===== src/rtl/bln_pkg.sv =====
package bln_pkg;

    localparam int unsigned LANE_W = 8;

    typedef enum logic [2:0] {
        ST_IDLE   = 3'd0,
        ST_WR_PAT = 3'd1,
        ST_WR_INV = 3'd2,
        ST_RD_PAT = 3'd3,
        ST_RD_INV = 3'd4,
        ST_FINISH = 3'd5
    } bln_state_e;

endpackage


===== src/rtl/bln_pattern_gen.sv =====
module bln_pattern_gen #(
    parameter int unsigned LANES = 4
) (
    input  logic [bln_pkg::LANE_W-1:0]       lane_val,
    output logic [LANES*bln_pkg::LANE_W-1:0] pat_word,
    output logic [LANES*bln_pkg::LANE_W-1:0] inv_word
);
    localparam int unsigned LW = bln_pkg::LANE_W;

    for (genvar g = 0; g < LANES; g++) begin : g_lane
        assign pat_word[g*LW +: LW] = lane_val;
        assign inv_word[g*LW +: LW] = ~lane_val;
    end

endmodule


===== src/rtl/bln_lane_compare.sv =====
module bln_lane_compare #(
    parameter int unsigned LANES = 4
) (
    input  logic [LANES*bln_pkg::LANE_W-1:0] expected,
    input  logic [LANES*bln_pkg::LANE_W-1:0] observed,
    output logic [LANES-1:0]                 lane_miss,
    output logic                             any_miss
);
    localparam int unsigned LW = bln_pkg::LANE_W;

    for (genvar g = 0; g < LANES; g++) begin : g_cmp
        assign lane_miss[g] = (expected[g*LW +: LW] != observed[g*LW +: LW]);
    end

    assign any_miss = |lane_miss;

endmodule


===== src/rtl/bln_ctrl.sv =====
module bln_ctrl
    import bln_pkg::*;
#(
    parameter int unsigned ADDR_W = 32,
    parameter int unsigned DATA_W = 32
) (
    input  logic                   clk,
    input  logic                   rst_n,
    input  logic                   start,
    input  logic [ADDR_W-1:0]      base_addr,
    input  logic                   mem_ack,
    input  logic [DATA_W-1:0]      mem_rdata,
    input  logic [DATA_W-1:0]      exp_word,
    input  logic [DATA_W/8-1:0]    lane_miss,
    input  logic                   any_miss,
    output logic [LANE_W-1:0]      lane_val,
    output logic                   word_hi,
    output logic                   busy,
    output logic                   done,
    output logic                   mem_req,
    output logic                   mem_we,
    output logic [ADDR_W-1:0]      mem_addr,
    output logic                   err,
    output logic [ADDR_W-1:0]      fail_addr,
    output logic [DATA_W-1:0]      fail_exp,
    output logic [DATA_W-1:0]      fail_obs,
    output logic [DATA_W/8-1:0]    fail_lanes
);
    localparam int unsigned LANES  = DATA_W / 8;
    localparam logic [ADDR_W-1:0] STRIDE = ADDR_W'(LANES);
    localparam logic [LANE_W-1:0] LAST_VAL = '1;

    bln_state_e state, state_nx;
    logic [ADDR_W-1:0] base_q;
    logic [LANE_W-1:0] val_q;
    logic              rd_cmp;
    logic              hit_fail;

    assign rd_cmp   = mem_ack && (state == ST_RD_PAT || state == ST_RD_INV);
    assign hit_fail = rd_cmp && any_miss;

    // state register
    always_ff @(posedge clk) begin
        if (!rst_n) state <= ST_IDLE;
        else        state <= state_nx;
    end

    // next state
    always_comb begin
        state_nx = state;
        unique case (state)
            ST_IDLE:   if (start)   state_nx = ST_WR_PAT;
            ST_WR_PAT: if (mem_ack) state_nx = ST_WR_INV;
            ST_WR_INV: if (mem_ack) state_nx = ST_RD_PAT;
            ST_RD_PAT: if (mem_ack) state_nx = any_miss ? ST_FINISH : ST_RD_INV;
            ST_RD_INV: if (mem_ack) state_nx = (any_miss || val_q == LAST_VAL) ? ST_FINISH : ST_WR_PAT;
            ST_FINISH: state_nx = ST_IDLE;
            default:   state_nx = ST_IDLE;
        endcase
    end

    // datapath registers: base, byte value, failure capture
    always_ff @(posedge clk) begin
        if (!rst_n) begin
            base_q     <= '0;
            val_q      <= '0;
            err        <= 1'b0;
            fail_addr  <= '0;
            fail_exp   <= '0;
            fail_obs   <= '0;
            fail_lanes <= '0;
        end else begin
            if (state == ST_IDLE && start) begin
                base_q     <= base_addr;
                val_q      <= '0;
                err        <= 1'b0;
                fail_addr  <= '0;
                fail_exp   <= '0;
                fail_obs   <= '0;
                fail_lanes <= '0;
            end
            if (hit_fail) begin
                err        <= 1'b1;
                fail_addr  <= mem_addr;
                fail_exp   <= exp_word;
                fail_obs   <= mem_rdata;
                fail_lanes <= lane_miss;
            end else if (state == ST_RD_INV && mem_ack && val_q != LAST_VAL) begin
                val_q <= val_q + 1'b1;
            end
        end
    end

    // outputs decoded from state
    always_comb begin
        mem_req = 1'b0;
        mem_we  = 1'b0;
        word_hi = 1'b0;
        busy    = 1'b0;
        done    = 1'b0;
        unique case (state)
            ST_IDLE:   ;
            ST_WR_PAT: begin mem_req = 1'b1; mem_we = 1'b1; busy = 1'b1; end
            ST_WR_INV: begin mem_req = 1'b1; mem_we = 1'b1; word_hi = 1'b1; busy = 1'b1; end
            ST_RD_PAT: begin mem_req = 1'b1; busy = 1'b1; end
            ST_RD_INV: begin mem_req = 1'b1; word_hi = 1'b1; busy = 1'b1; end
            ST_FINISH: done = 1'b1;
            default:   ;
        endcase
    end

    assign lane_val = val_q;
    assign mem_addr = base_q + (word_hi ? STRIDE : '0);

endmodule


===== src/rtl/bytelane_noise_tester.sv =====
module bytelane_noise_tester #(
    parameter int unsigned ADDR_W = 32,
    parameter int unsigned DATA_W = 32
) (
    input  logic                clk,
    input  logic                rst_n,
    input  logic                start,
    input  logic [ADDR_W-1:0]   base_addr,
    output logic                busy,
    output logic                done,
    output logic                err,
    output logic [ADDR_W-1:0]   fail_addr,
    output logic [DATA_W-1:0]   fail_exp,
    output logic [DATA_W-1:0]   fail_obs,
    output logic [DATA_W/8-1:0] fail_lanes,
    output logic                mem_req,
    output logic                mem_we,
    output logic [ADDR_W-1:0]   mem_addr,
    output logic [DATA_W-1:0]   mem_wdata,
    input  logic                mem_ack,
    input  logic [DATA_W-1:0]   mem_rdata
);
    localparam int unsigned LANES = DATA_W / 8;

    logic [bln_pkg::LANE_W-1:0] lane_val;
    logic [DATA_W-1:0] pat_word, inv_word, exp_word;
    logic [LANES-1:0]  lane_miss;
    logic              any_miss;
    logic              word_hi;

    bln_pattern_gen #(.LANES(LANES)) u_gen (
        .lane_val (lane_val),
        .pat_word (pat_word),
        .inv_word (inv_word)
    );

    assign exp_word  = word_hi ? inv_word : pat_word;
    assign mem_wdata = exp_word;

    bln_lane_compare #(.LANES(LANES)) u_cmp (
        .expected  (exp_word),
        .observed  (mem_rdata),
        .lane_miss (lane_miss),
        .any_miss  (any_miss)
    );

    bln_ctrl #(.ADDR_W(ADDR_W), .DATA_W(DATA_W)) u_ctrl (
        .clk        (clk),
        .rst_n      (rst_n),
        .start      (start),
        .base_addr  (base_addr),
        .mem_ack    (mem_ack),
        .mem_rdata  (mem_rdata),
        .exp_word   (exp_word),
        .lane_miss  (lane_miss),
        .any_miss   (any_miss),
        .lane_val   (lane_val),
        .word_hi    (word_hi),
        .busy       (busy),
        .done       (done),
        .mem_req    (mem_req),
        .mem_we     (mem_we),
        .mem_addr   (mem_addr),
        .err        (err),
        .fail_addr  (fail_addr),
        .fail_exp   (fail_exp),
        .fail_obs   (fail_obs),
        .fail_lanes (fail_lanes)
    );

endmodule


===== config.mk =====
export PLATFORM = sky130hd
export DESIGN_NAME = bytelane_noise_tester
export DESIGN_NICKNAME = d
export VERILOG_FILES = /design/src/rtl/bln_pkg.sv /design/src/rtl/bln_pattern_gen.sv /design/src/rtl/bln_lane_compare.sv /design/src/rtl/bln_ctrl.sv /design/src/rtl/bytelane_noise_tester.sv
export SDC_FILE = /design/constraint.sdc
export NUM_CORES = 1
export LEC_CHECK = 0
export ABC_AREA = 1
export BUFFER_PORTS_ARGS = -buffer_cell sky130_fd_sc_hd__clkbuf_2
export CORE_MARGIN = 1
export CORE_UTILIZATION = 50
export DETAILED_ROUTE_END_ITERATION = 16
export PLACE_DENSITY = 0.79
export SLEW_MARGIN = 20
export SYNTH_ARGS = -nofsm -noshare
export SYNTH_HDL_FRONTEND = slang
export SYNTH_HIERARCHICAL = 1
export SYNTH_SLANG_ARGS = --single-unit

===== constraint.sdc =====
create_clock -name clk -period 7.8 [get_ports clk]
set_input_delay 0.39 -clock clk [delete_from_list [all_inputs] [get_ports clk]]
set_output_delay 0.39 -clock clk [all_outputs]
set_load 0.005 [all_outputs]

==> impl_metrics.csv <==
group,metric,value,unit
die,start_util,51.1,%
sta,finalClockSkew,5.21,ps
sta,rsz0062_at_grt,"no",
setup_path,start_kind,"flop",
clocking,clock_latency,410,ps
logic_synthesis,avgSynthCellArea,6.75,sq um
setup_path,r2r_slack,3130,ps
finish,multiInputGateArea,3570,sq um
sta,finalCritPeriodShare,59.8,%
logic_synthesis,synth_cells,1100,
die,die_x,124,um
clocking,cts_hold_buffers,0,
setup_path,r2r_cells,18,
sta,tightest_slew,1100,ps
logic_synthesis,syn_nets,1172,
finish,fillers,1383,
run,drv_cap,0,
logic_synthesis,ys_ff_latch,144,
clocking,clkTransAtPathRegs,60,ps
clocking,cts.sinks,144,
placement,io_buffer_count,236,
route,ant_nets,0,
setup_path,crit_start,"u_ctrl/state[1]",
clocking,post_cts_buffers,0,
sta,max-slew-margin-rel,26.8,%
clocking,clockBufferDepth,2,
setup_path,rr_endpoint,"u_ctrl/fail_obs[15]",
worst_hold_path,worstHoldPathType,"in2reg",
setup_path,end_kind,"flop",
route,wl_per_cell,14.1,um
die,core,14500,sq um
logic_synthesis,yosys_warnings,6,
setup_path,r2r_start,"u_ctrl/state[1]",
route,route.detailed.drc,0,
sta,setup_violations,0,
logic_synthesis,synth-main-ff-cell,"dfxtp_1",
clocking,htree_levels,4,
clocking,cts_buffers,17,
clocking,cts_tree,"built",
sta,min_period,4670,ps
die,die_h,124,um
clocking,cts_root_buffer,"clkbuf_16",
logic_synthesis,synthArstFlopShare,0,%
global_route,antenna_found_initial,0,
finish,n_antenna_cell,0,
global_route,grt.total_usage,26.3,%
power_and_ir_drop,ir_worst_vdd,0.000154,V
sta,timing.fmax,214,MHz
die,io_pins,237,
finish,seqCellArea,2880,sq um
route,drt-initial-drc-count,432,
global_route,grt_pass1_vias,6278,
setup_path,cp.required,8130,ps
die,row_count,44,
setup_path,arrival,4990,ps
finish,nets,1322,
clocking,cts_repair_resize_count,0,
logic_synthesis,synth_area,7430,sq um
setup_path,endpoint,"u_ctrl/fail_obs[15]",
logic_synthesis,synth.yosys.seq_area_share,38.8,%
route,wirelength,20300,um
power_and_ir_drop,p_per_area,327,nW/um^2
die,die_area,15400,sq um
global_route,grt.overflow.total,0,
sta,hold_violations,0,
sta,maxSlewViolCount,0,
setup_path,critical_path.max_fanout,58,
power_and_ir_drop,p_leak,0.00382,uW
placement,gp_congestion,0.937,
sta,fin_setup_tns,0,ps
setup_path,worstSetupPathType,"reg2reg",
route,drtPass1Iterations,5,
finish,final_cell_mix,"nand2_1, clkbuf_2, dfxtp_1",
finish,final_common_cell,"nand2_1",
route,avgViaCountPerCell,5.10,
logic_synthesis,ys_types,26,
finish,drive_gt1_share,23.3,%
finish,fin_cells,1447,
placement,place_inst,1415,
global_route,grt_pass1_wl,31200,um
placement,dpl.hpwl,14700,um
route,num_vias,7382,
global_route,grt_max_degree,100,
finish,areaGrowthSynthToFinish,17.4,%
run_status,status,"finished clean",
logic_synthesis,synth-edff-count,0,
power_and_ir_drop,p_total,2850,uW
## through the flow
| step | utilization, % | hold slack [ps] | setup WS [ps] | instance area (sq um) |
|---|---|---|---|---|
| 2_1_floorplan | - | 444 | 5270 | 7430 |
| 3_3_place_gp | 55.9 | 446 | 2970 | 8130 |
| 3_5_place_dp | 55.9 | 453 | 2850 | 8130 |
| 4_1_cts | 60.0 | 187 | 2820 | 8720 |
| 5_1_grt | 60.0 | 206 | 2680 | 8730 |
| 6_report | 60.0 | 202 | 3130 | 8730 |
## layout make-up
cell class / count / share of cell area [%]
Clock buffer: 21 / 5.28
Sequential cell: 144 / 33.0
Clock inverter: 11 / 1.58
Inverter: 58 / 2.61
Tap cell: 184 / 2.64
Timing Repair Buffer: 241 / 14.0
Multi-Input combinational cell: 788 / 40.9
## sequential cells by signal, summed over array words and instances (netlist names)
register / count
u_ctrl/base_q: 32
u_ctrl/fail_addr: 32
u_ctrl/fail_exp: 32
u_ctrl/fail_obs: 32
u_ctrl/lane_val: 8
u_ctrl/fail_lanes: 4
u_ctrl/state: 3
u_ctrl/err: 1
## cells by family after synthesis
family	share of synthesized area, %
buffers and inverters	13.3
adder cells (fa/ha/maj)	0.674
AND/OR/NAND/NOR	30.7
XOR/XNOR	5.30
AO/OA/AOI/OAI	11.3
flip-flops	38.8
## synthesized netlist by cell type (4+ instances only)
cell / n / area share (%)
clkbuf_1: 30 / 1.5
nand3_1: 33 / 2.2
o21ai_0: 23 / 1.5
xnor2_1: 29 / 3.4
ha_1: 4 / 0.67
nor3_1: 5 / 0.34
nand2_2: 12 / 1.0
buf_4: 65 / 6.6
inv_1: 54 / 2.7
xor2_1: 16 / 1.9
buf_6: 7 / 1.1
nor2_1: 59 / 3.0
buf_2: 4 / 0.27
dfxtp_1: 144 / 39
a21oi_1: 143 / 9.6
nand2_1: 452 / 23
and2_1: 5 / 0.42
## routing by layer
layer	wire (um)	global-route usage, %	vias up
met5	0	0	-
met2	9720	44.4	318
li1	-	-	3697
met1	8560	32.4	3333
met4	468	9.82	0
met3	1580	6.18	34
## where the power goes
group          internal [uW]  total [uW]  switching [uW]
clock network            517         822             305
logic                    380        1100             719
registers                839         928            88.6
## worst min-delay path by stage
stage                              startpoint             endpoint  slack, ps  cells after the start
after global routing             base_addr[1]     u_ctrl/base_q[1]        210                      3
after CTS                       base_addr[13]    u_ctrl/base_q[13]        190                      3
after floorplan             u_ctrl/base_q[31]    u_ctrl/base_q[31]        440                      2
after global placement    u_ctrl/fail_exp[15]  u_ctrl/fail_exp[15]        450                      2
final                            base_addr[8]     u_ctrl/base_q[8]        200                      3
after detailed placement  u_ctrl/fail_exp[29]  u_ctrl/fail_exp[29]        450                      2
## critical path: stages, from the launching register on
cell	delay (ps)
dfxtp_1	500
nand3_1	190
nand2_2	500
inv_8	180
nand2_1	100
nand2_1	150
xnor2_1	230
nand2_1	80
nor2_1	130
nand2_1	130
nor2_1	120
nand2_1	80
inv_1	120
nor3_4	50
buf_4	250
nor2_4	810
buf_4	620
nand2_1	110
a21oi_1	160
Note: power is estimated with default switching activity, not from simulation.
